`src/rtl/lzx_pkg.sv`:
```
package lzx_pkg;

    localparam int PW = 9;
    typedef logic signed [PW-1:0] prio_t;

    // exception numbers whose values the controller decodes
    localparam int unsigned X_HARD  = 3;
    localparam int unsigned X_MEM   = 4;
    localparam int unsigned X_BUS   = 5;
    localparam int unsigned X_USAGE = 6;
    localparam int unsigned X_SECF  = 7;
    localparam int unsigned X_MON   = 12;

    // readiness flag positions in each saved copy
    localparam int NFLAG   = 6;
    localparam int F_HF    = 0;
    localparam int F_MEM   = 1;
    localparam int F_BUS   = 2;
    localparam int F_USAGE = 3;
    localparam int F_SECF  = 4;
    localparam int F_MON   = 5;

    typedef enum logic [2:0] {
        K_NONE, K_MON, K_MEM, K_USAGE, K_BUS, K_SECF
    } kind_e;

    function automatic logic is_banked(input int unsigned n);
        return (n == 3) || (n == 4) || (n == 6) || (n == 11) || (n == 14) || (n == 15);
    endfunction

endpackage

```
`src/rtl/lzx_decode.sv`:
```
module lzx_decode
    import lzx_pkg::*;
#(
    parameter int NUM_EXC = 16,
    localparam int EXC_W = $clog2(NUM_EXC)
) (
    input  logic [EXC_W-1:0]   exc,
    input  logic               sec,
    input  logic [NFLAG-1:0]   flags_s,
    input  logic [NFLAG-1:0]   flags_ns,
    input  logic [NUM_EXC-1:0] tgt_sec,
    input  logic               sec_ext_en,
    input  logic               ns_owns_hf,
    output logic               legal,
    output logic               drop,
    output logic               escalate,
    output logic [EXC_W-1:0]   out_exc,
    output logic               out_sec
);
    kind_e               kind;
    logic [2:0]          flag_idx;
    logic                uses_bank;
    logic [NFLAG-1:0]    copy_sel;
    logic                flag_ok;
    logic                banked;
    logic                targets_sec;
    logic                in_range;

    always_comb begin
        kind      = K_NONE;
        flag_idx  = 3'(F_HF);
        uses_bank = 1'b0;
        case (int'(exc))
            X_MON:   begin kind = K_MON;   flag_idx = 3'(F_MON);   end
            X_MEM:   begin kind = K_MEM;   flag_idx = 3'(F_MEM);   uses_bank = 1'b1; end
            X_USAGE: begin kind = K_USAGE; flag_idx = 3'(F_USAGE); uses_bank = 1'b1; end
            X_BUS:   begin kind = K_BUS;   flag_idx = 3'(F_BUS);   end
            X_SECF:  begin kind = K_SECF;  flag_idx = 3'(F_SECF);  end
            default: kind = K_NONE;
        endcase
    end

    assign banked   = is_banked(int'(exc));
    assign in_range = (int'(exc) > 1) && (int'(exc) < NUM_EXC);
    assign legal    = in_range && (kind != K_NONE) && (!sec || banked);

    // banked faults read the copy named by the selector, the rest the secure copy
    assign copy_sel = (uses_bank && !sec) ? flags_ns : flags_s;
    assign flag_ok  = copy_sel[flag_idx];

    assign drop     = (kind == K_MON) && !flag_ok;
    assign escalate = (kind != K_MON) && (kind != K_NONE) && !flag_ok;

    assign targets_sec = banked ? sec : (in_range ? tgt_sec[exc] : 1'b0);

    always_comb begin
        if (escalate) begin
            out_exc = EXC_W'(X_HARD);
            out_sec = sec_ext_en && (targets_sec || !ns_owns_hf);
        end else begin
            out_exc = exc;
            out_sec = sec;
        end
    end

endmodule

```
`src/rtl/lzx_vec_pick.sv`:
```
module lzx_vec_pick
    import lzx_pkg::*;
#(
    parameter int NUM_EXC     = 16,
    parameter int SUBPRI_BITS = 0,
    localparam int EXC_W = $clog2(NUM_EXC),
    localparam int PV_W  = PW * NUM_EXC
) (
    input  logic [EXC_W-1:0]   exc,
    input  logic               bank,
    input  logic [NUM_EXC-1:0] en_b0,
    input  logic [NUM_EXC-1:0] en_b1,
    input  logic [PV_W-1:0]    prio_b0,
    input  logic [PV_W-1:0]    prio_b1,
    output logic               en,
    output prio_t              gprio
);
    localparam logic [PW-1:0] SUB_MASK = ~((PW'(1) << SUBPRI_BITS) - PW'(1));

    logic  in_range;
    prio_t raw;

    assign in_range = int'(exc) < NUM_EXC;

    always_comb begin
        en  = 1'b0;
        raw = '0;
        if (in_range) begin
            en  = bank ? en_b1[exc] : en_b0[exc];
            raw = bank ? prio_b1[int'(exc)*PW +: PW] : prio_b0[int'(exc)*PW +: PW];
        end
        // fixed negative levels are never split into group and sub-priority
        gprio = raw[PW-1] ? raw : (raw & SUB_MASK);
    end

endmodule

```
`src/rtl/lzx_ready.sv`:
```
module lzx_ready
    import lzx_pkg::*;
#(
    parameter int NUM_EXC = 16,
    localparam int EXC_W = $clog2(NUM_EXC)
) (
    input  logic [EXC_W-1:0] exc,
    input  logic             sec,
    input  logic             en,
    input  prio_t            gprio,
    input  prio_t            exec_prio,
    output logic             ready
);
    logic legal;

    assign legal = (int'(exc) > 1) && (int'(exc) < NUM_EXC) && (!sec || is_banked(int'(exc)));

    always_comb begin
        if (int'(exc) == X_HARD)
            ready = exec_prio > -9'sd1;
        else
            ready = legal && en && (gprio < exec_prio);
    end

endmodule

```
`src/rtl/lzx_escalate_unit.sv`:
```
module lzx_escalate_unit
    import lzx_pkg::*;
#(
    parameter int NUM_EXC     = 16,
    parameter int SUBPRI_BITS = 0,
    localparam int EXC_W = $clog2(NUM_EXC),
    localparam int PV_W  = 9 * NUM_EXC
) (
    input  logic               clk,
    input  logic               rst_n,
    input  logic               req_valid,
    input  logic [EXC_W-1:0]   req_exc,
    input  logic               req_sec,
    input  logic [5:0]         ctx_flags_s,
    input  logic [5:0]         ctx_flags_ns,
    input  logic               sec_ext_en,
    input  logic               ns_owns_hf,
    input  logic [NUM_EXC-1:0] tgt_sec,
    input  logic [NUM_EXC-1:0] en_b0,
    input  logic [NUM_EXC-1:0] en_b1,
    input  logic [PV_W-1:0]    prio_b0,
    input  logic [PV_W-1:0]    prio_b1,
    input  logic [NUM_EXC-1:0] pend_b0,
    input  logic [NUM_EXC-1:0] pend_b1,
    input  logic signed [8:0]  exec_prio,
    input  logic [EXC_W-1:0]   qry_exc,
    input  logic               qry_sec,
    output logic               qry_ready,
    output logic               set_valid,
    output logic [EXC_W-1:0]   set_exc,
    output logic               set_sec,
    output logic               forced_hf,
    output logic               lockup
);
    typedef struct packed {
        logic             set_valid;
        logic [EXC_W-1:0] set_exc;
        logic             set_sec;
        logic             forced;
        logic             lockup;
    } state_t;

    state_t st_d, st_q;

    logic             dec_legal, dec_drop, dec_esc, dec_sec;
    logic [EXC_W-1:0] dec_exc;
    logic             pick_en, qpick_en;
    prio_t            pick_gprio, qpick_gprio;
    logic             qry_bank;

    lzx_decode #(.NUM_EXC(NUM_EXC)) u_decode (
        .exc        (req_exc),
        .sec        (req_sec),
        .flags_s    (ctx_flags_s),
        .flags_ns   (ctx_flags_ns),
        .tgt_sec    (tgt_sec),
        .sec_ext_en (sec_ext_en),
        .ns_owns_hf (ns_owns_hf),
        .legal      (dec_legal),
        .drop       (dec_drop),
        .escalate   (dec_esc),
        .out_exc    (dec_exc),
        .out_sec    (dec_sec)
    );

    lzx_vec_pick #(.NUM_EXC(NUM_EXC), .SUBPRI_BITS(SUBPRI_BITS)) u_pick_req (
        .exc     (dec_exc),
        .bank    (dec_sec),
        .en_b0   (en_b0),
        .en_b1   (en_b1),
        .prio_b0 (prio_b0),
        .prio_b1 (prio_b1),
        .en      (pick_en),
        .gprio   (pick_gprio)
    );

    assign qry_bank = qry_sec && is_banked(int'(qry_exc));

    lzx_vec_pick #(.NUM_EXC(NUM_EXC), .SUBPRI_BITS(SUBPRI_BITS)) u_pick_qry (
        .exc     (qry_exc),
        .bank    (qry_bank),
        .en_b0   (en_b0),
        .en_b1   (en_b1),
        .prio_b0 (prio_b0),
        .prio_b1 (prio_b1),
        .en      (qpick_en),
        .gprio   (qpick_gprio)
    );

    lzx_ready #(.NUM_EXC(NUM_EXC)) u_ready (
        .exc       (qry_exc),
        .sec       (qry_sec),
        .en        (qpick_en),
        .gprio     (qpick_gprio),
        .exec_prio (exec_prio),
        .ready     (qry_ready)
    );

    // next-state computation
    always_comb begin
        logic take;
        logic no_preempt;
        logic already;

        st_d           = st_q;
        st_d.set_valid = 1'b0;

        take       = req_valid && dec_legal && !dec_drop && !st_q.lockup;
        no_preempt = !pick_en || (exec_prio <= pick_gprio);
        already    = (int'(dec_exc) < NUM_EXC) ?
                     (dec_sec ? pend_b1[dec_exc] : pend_b0[dec_exc]) : 1'b0;

        if (take) begin
            if (no_preempt && !ctx_flags_s[F_HF]) begin
                st_d.lockup = 1'b1;
            end else begin
                if (dec_esc)
                    st_d.forced = 1'b1;
                if (!already) begin
                    st_d.set_valid = 1'b1;
                    st_d.set_exc   = dec_exc;
                    st_d.set_sec   = dec_sec;
                end
            end
        end
    end

    always_ff @(posedge clk or negedge rst_n) begin
        if (!rst_n)
            st_q <= '0;
        else
            st_q <= st_d;
    end

    assign set_valid = st_q.set_valid;
    assign set_exc   = st_q.set_exc;
    assign set_sec   = st_q.set_sec;
    assign forced_hf = st_q.forced;
    assign lockup    = st_q.lockup;

endmodule

```
`config.mk`:
```
export PLATFORM = sky130hd
export DESIGN_NAME = lzx_escalate_unit
export DESIGN_NICKNAME = d
export VERILOG_FILES = /design/src/rtl/lzx_pkg.sv /design/src/rtl/lzx_decode.sv /design/src/rtl/lzx_vec_pick.sv /design/src/rtl/lzx_ready.sv /design/src/rtl/lzx_escalate_unit.sv
export SDC_FILE = /design/constraint.sdc
export NUM_CORES = 1
export LEC_CHECK = 0
export ABC_AREA = 1
export BUFFER_PORTS_ARGS = -buffer_cell sky130_fd_sc_hd__buf_2
export CAP_MARGIN = 10
export CORE_AREA = 2 2 162 164
export CTS_CLUSTER_SIZE = 28
export DETAILED_ROUTE_END_ITERATION = 6
export DIE_AREA = 0 0 164 166
export GPL_TIMING_DRIVEN = 0
export SYNTH_ARGS = -nofsm -noshare
export SYNTH_HDL_FRONTEND = slang
export SYNTH_SLANG_ARGS = --single-unit
```
`constraint.sdc`:
```
create_clock -name clk -period 7.5 [get_ports clk]
set_input_delay 1.5 -clock clk [delete_from_list [all_inputs] [get_ports clk]]
set_output_delay 1.5 -clock clk [all_outputs]
set_load 0.02 [all_outputs]
```
==> qor.yml, run 1 <==
status:
  status: "finished, final reports clean"
route:
  final_antenna_net_count: 0
  drc: 0
  wire_per_inst_um: 25.9
  first_pass_iters: 6
  finalWirelength_um: 58000
  vias_per_cell: 5.98
  drt_iter0_markers: 1829
  vias: 13373
cells_and_area:
  multi_input_area_um2: 6070
  fin_area_um2: 9960
  final_nets: 2321
  utilization_pct: 38.9
  final_cells: 2235
  regArea_um2: 200
  n_fill_cell: 3034
  area_growth_syn_to_layout_pct: 35.0
  drive_above_1_share_pct: 27.3
timing:
  setup_viol: 0
  min_period_ns: 7.39
  slew-limit-headroom_pct: 30.7
  fin_crit_sh_pct: 98.5
  fin_skew_ns: 0.00153
  timing.final.max_slew_violations: 0
  rsz0062_at_grt: "false"
  tns_ns: 0
  max_freq_mhz: 135
  tightestPinTransition_ns: 1.04
  timing.final.hold_violations: 0
worst_hold_path:
  hp-class: "flop to flop"
grt:
  grt_start_max_net_pins: 20
  antenna_found_initial: 3
  grt_pass1_wl_um: 80700
  grt_usage_pct: 40.2
  grt_pass1_vias: 12699
  overflow: 0
floorplan:
  die_y_um: 166
  ios: 413
  rows: 59
  floorplan.die_area_um2: 27200
  dieWidth_um: 164
  core_area_um2: 25600
  initial_core_util_pct: 28.8
cts:
  cts_tree: "yes"
  path_clk_slew_ns: 0.04
  clockBufferDepth: 2
  cts_made_buffers: 3
  cts_sinks: 8
  cts_root_buf: "clkbuf_16"
  htreeDepth: 1
  insertion_delay_ns: 0.24
  hold_buffers: 0
pwr:
  p_leak_uw: 0.00539
  ir_drop_uv: 106
  p_per_area_nw_per_um2: 95.7
yosys:
  synth_commonest_cells: "474 x nand2_1, 318 x nand3_1, 138 x inv_1"
  synthCells: 1488
  synth_fp_nets: 1909
  synth_top_area_share_pct: 24.1
  yosys_most_used_dff: "dfrtp_1"
  syn_avg_cell_area_um2: 4.96
  synth_area_leaders: "nand2_1 24%, nand3_1 22%, o211ai_1 8.1%"
  yosysMostFrequentCell: "nand2_1"
  synth-seq-cells: 8
  async_flop_share_pct: 100
  syn_area_um2: 7380
  synth_edf_count: 0
  synth.distinct_cells: 41
  seq_area_frac_synth_pct: 2.71
  yosys.area.top_type: "nand2_1"
  ys_warn_count: 0
placement:
  placed_cell_area_um2: 9840
  dp_cells: 2231
  gp_congestion: 1.08
  dp_hpwl_um: 45800
  portBuffers: 408
worst_setup_path:
  start_kind: "input pin"
  cp_max_fo: 10
  critPathKind: "input pin to primary output"
  cp.required_ns: 6.00
  endpoint_kind: "primary output"
  critical_path_arrival_ns: 5.89
run:
  max-cap-violations: 0
[stage by stage]
| stage | setup WS (ns) | hold slack (ns) | power [uW] |
|---|---|---|---|
| floorplan | 1.27 | 0.574 | 461 |
| global placement | -0.361 | 0.452 | 825 |
| global route | 0.0895 | 0.478 | 1000 |
| finish | 0.110 | 0.461 | 953 |
| detailed placement | -0.353 | 0.450 | 825 |
| CTS | 0.120 | 0.460 | 922 |
[final cells by class]
cell class | instances | share of cell area [%]
tap | 335 | 4.21
timing repair buffer | 409 | 20.6
inverter | 146 | 5.54
sequential | 8 | 2.01
multi-input combinational | 1213 | 60.9
clock buffer | 3 | 0.753
antenna | 2 | 0.0502
buffer | 119 | 5.98
[critical path, stage by stage]
cell      delay [ns]
buf_2           0.10
clkbuf_1        0.28
nor2_1          0.21
clkbuf_1        0.60
clkbuf_1        0.68
nand3_1         0.15
nand2_1         0.10
a211oi_1        0.06
nor3_1          0.45
nor3_1          0.13
ha_1            0.31
a21oi_1         0.22
o21a_1          0.14
o21ai_0         0.07
a31oi_1         0.14
nand2_1         0.09
nand2_1         0.06
nand2_1         0.05
o21ai_1         0.26
buf_2           0.24
[cell families (layout without fill, tap and decap cells)]
| kind of cell | after synthesis | after routing | share of synthesized area [%] |
|---|---|---|---|
| AO/OA/AOI/OAI | 289 | 289 | 25.1 |
| adder cells (fa/ha/maj) | 17 | 17 | 2.88 |
| buffers and inverters | 267 | 677 | 15.3 |
| flip-flops | 8 | 8 | 2.71 |
| other | 0 | 2 | 0 |
| AND/OR/NAND/NOR | 907 | 907 | 54.0 |
[path summary, 6_finish.rpt]
path	from	endpoint	slack (ns)	cells after the start
worst max-delay path	qry_exc[1]	qry_ready	0.11	20
worst min-delay path	forced_hf$_DFFE_PN0P_	forced_hf$_DFFE_PN0P_	0.46	2
worst max register to register	lockup$_DFFE_PN0P_	set_exc[1]$_DFFE_PN0P_	5.91	10
worst min register to register	forced_hf$_DFFE_PN0P_	forced_hf$_DFFE_PN0P_	0.46	2
max in group asynchronous	rst_n	set_exc[1]$_DFFE_PN0P_	6.25	1
min in group asynchronous	rst_n	set_valid$_DFF_PN0_	1.09	1
[per-layer routing]
layer  vias up  wire length [um]  GRT usage [%]
li1       5916                 -              -
met5         -                13              0
met3       257              7040           7.79
met2      1161             25800           65.2
met4         2              4140           24.9
met1      6037             20900           48.6
[layout by cell type (no fill, tap or decap), types with 5 or more instances in the layout]
cell / Yosys / layout
dfrtp_1: 8 / 8
a211oi_1: 7 / 7
buf_1: 8 / 8
a31oi_1: 9 / 9
nand3b_1: 10 / 10
o211ai_1: 80 / 80
and3_1: 11 / 11
a32o_1: 10 / 10
inv_1: 138 / 137
a21oi_1: 77 / 77
a221oi_1: 7 / 7
nand4_1: 12 / 12
buf_2: 60 / 463
nand2_1: 474 / 473
o21ai_0: 68 / 66
buf_4: 8 / 10
nand3_1: 318 / 318
nor2_1: 40 / 39
nor3_1: 23 / 23
ha_1: 17 / 17
o2111ai_1: 8 / 8
clkbuf_1: 42 / 35
inv_2: 6 / 6
clkbuf_4: 0 / 5
or2_2: 10 / 10
nand2_2: 5 / 5
o221ai_1: 6 / 6
[power by group]
group | switching (uW) | total (uW) | internal (uW)
combinational | 546 | 818 | 272
clock | 22.6 | 91.5 | 68.9
sequential | 0 | 43.4 | 43.4
total | 569 | 953 | 384
[state kept, by name, summed over array words and instances (netlist names)]
| name | cells |
|---|---|
| lockup | 1 |
| forced_hf | 1 |
| set_valid | 1 |
| set_sec | 1 |
| set_exc | 4 |
[repair_timing]
item / in CTS / in global routing
cloned: 0 / 0
buffers inserted: 0 / 1
pin swaps: 0 / 0
resized for setup: 9 / 11
setup endpoints to repair: 1 / 1
No activity file was read; power rests on OpenSTA's default activity.
==> run 2: changes to the inputs <==
--- a/config.mk
+++ b/config.mk
@@ -6,7 +6,7 @@
 export NUM_CORES = 1
 export LEC_CHECK = 0
 export ABC_AREA = 1
-export BUFFER_PORTS_ARGS = -buffer_cell sky130_fd_sc_hd__buf_2
+export BUFFER_PORTS_ARGS = -buffer_cell sky130_fd_sc_hd__clkbuf_2
 export CAP_MARGIN = 10
 export CORE_AREA = 2 2 162 164
 export CTS_CLUSTER_SIZE = 28
==> run 2 against run 1 <==
  * Worst hold slack better by 0.0031 ns
  * Die area unchanged
  * Final cell count up 0.13%
  * Non-clock buffer count up 1
  * Routed wire length down 1.4%
  * Clock power down 2%
  * Combinational power down 1%
  * Final area down 0.10%
  * Critical path type unchanged
==> qor.yml, run 2 (same netlist as run 1, synthesis figures left out) <==
worst_setup_path:
  r2r_slack_ns: 6.02
  cp_max_fo: 10
  cp.required_ns: 6.00
  rr_endpoint: "set_exc[2]$_DFFE_PN0P_"
  r2r-start: "lockup$_DFFE_PN0P_"
  reg2reg_depth: 10
  endpoint_kind: "primary output"
  critPathKind: "input pin to primary output"
  start_kind: "input pin"
  critical_path_arrival_ns: 5.80
floorplan:
  initial_core_util_pct: 28.8
  core_area_um2: 25600
  die_y_um: 166
  floorplan.die_area_um2: 27200
  rows: 59
  dieWidth_um: 164
  ios: 413
timing:
  fin_skew_ns: 0.000679
  slew-limit-headroom_pct: 30.3
  tightestPinTransition_ns: 1.05
  min_period_ns: 7.30
  fin_crit_sh_pct: 97.4
  worst_slack_ns: 0.197
  max_freq_mhz: 137
  rsz0062_at_grt: "false"
  hold-worst-slack_ns: 0.464
  timing.final.max_slew_violations: 0
  setup_viol: 0
  timing.final.hold_violations: 0
  tns_ns: 0
cts:
  cts_root_buf: "clkbuf_16"
  clockBufferDepth: 2
  htreeDepth: 1
  cts_tree: "yes"
  insertion_delay_ns: 0.23
  postCtsSetupRepairBufs: 0
  cts_sinks: 8
  path_clk_slew_ns: 0.04
  cts_made_buffers: 3
placement:
  pre_cts_ws_ns: -0.0263
  portBuffers: 408
  dp_hpwl_um: 45000
  gp_congestion: 1.08
cells_and_area:
  regArea_um2: 200
  final_nets: 2322
  largest_reg_flops: 4
  layout_commonest_cell: "nand2_1"
  n_fill_cell: 3061
  area_growth_syn_to_layout_pct: 34.9
  multi_input_area_um2: 6070
  final_cell_mix: "473 x nand2_1, 414 x clkbuf_2, 318 x nand3_1"
  drive_above_1_share_pct: 27.2
route:
  drc: 0
  vias_per_cell: 6.01
  vias: 13458
  first_pass_iters: 6
  wire_per_inst_um: 25.5
  drt_iter0_markers: 1829
  finalWirelength_um: 57100
  final_antenna_net_count: 0
run:
  max-cap-violations: 0
grt:
  grt_start_max_net_pins: 11
  grt_pass1_vias: 12781
  antenna_found_initial: 3
  grt_pass1_wl_um: 80400
  overflow: 0
  grt_usage_pct: 39.8
pwr:
  ir_drop_uv: 101
  p_per_area_nw_per_um2: 94.6
  p_leak_uw: 0.00548
worst_hold_path:
  hold_end: "forced_hf$_DFFE_PN0P_"
  holdPathStages: 2
  hold_start: "forced_hf$_DFFE_PN0P_"
  hp-class: "flop to flop"
status:
  status: "finished, final reports clean"
-- run 2: cell types whose count changed in the layout (fill, tap and decap cells not counted), sizes merged --
| cell | delta |
|---|---|
| buf | -406 |
| diode | +2 |
| inv | +1 |
| clkbuf | +407 |
| clkinvlp | -1 |
-- run 2: area by class of cell --
cell class / count / share of cell area, %
tap: 335 / 4.21
sequential: 8 / 2.01
timing repair buffer: 408 / 20.5
buffer: 121 / 5.95
inverter: 146 / 5.51
clock buffer: 3 / 0.754
multi-input combinational: 1213 / 61.0
antenna: 4 / 0.101
-- run 2: worst max-delay path by stage --
stage               startpoint        end  slack, ns  depth (start not counted)
floorplan           qry_exc[3]  qry_ready       1.27                         22
global placement    qry_exc[3]  qry_ready       0.03                         23
detailed placement  qry_exc[2]  qry_ready      -0.03                         23
CTS                 qry_exc[3]  qry_ready       0.02                         23
global route        qry_exc[3]  qry_ready     0.0004                         23
finish              qry_exc[2]  qry_ready       0.20                         23
-- run 2: what timing repair did --
action / in CTS / in global routing
hold endpoints to repair: 0 / 0
gates resized for setup: 1 / 20
endpoints found under the setup margin: 1 / 1
hold buffers: 0 / 0
pin swaps: 0 / 0
cloned: 0 / 0
-- run 2: metal layers --
layer	global-route usage (%)	part of all wire (%)
met1	46.9	35
met2	65.2	45
met3	10.4	13
met4	21.7	6.8
met5	0	0
-- run 2: critical path, cell delays in order --
cell      delay (ns)
clkbuf_2        0.21
inv_1           0.16
nor2_4          0.30
nand2_1         0.09
nand3_1         0.11
buf_2           0.26
buf_4           0.23
buf_2           0.35
buf_2           0.38
nand2_1         0.09
nand3_1         0.10
nand4_1         0.21
a221oi_1        0.39
ha_1            0.30
a21oi_1         0.16
o21a_1          0.12
o21ai_0         0.10
a31oi_1         0.15
nand2_1         0.08
nand2_1         0.06
nand2_1         0.05
o21ai_0         0.17
clkbuf_2        0.23
-- run 2: power breakdown --
| group | internal (uW) | switching (uW) |
|---|---|---|
| logic | 271 | 537 |
| registers | 43.4 | 0 |
| clock network | 68.7 | 21.0 |
-- run 2: metrics by stage --
step	power, uW	cells	util (%)	cell area (um2)
6_report	941	2238	38.9	9950
5_1_grt	991	2237	38.8	9950
2_1_floorplan	461	1488	-	7380
4_1_cts	906	2234	38.7	9920
3_5_place_dp	812	2231	38.4	9840
3_3_place_gp	807	2231	38.4	9840
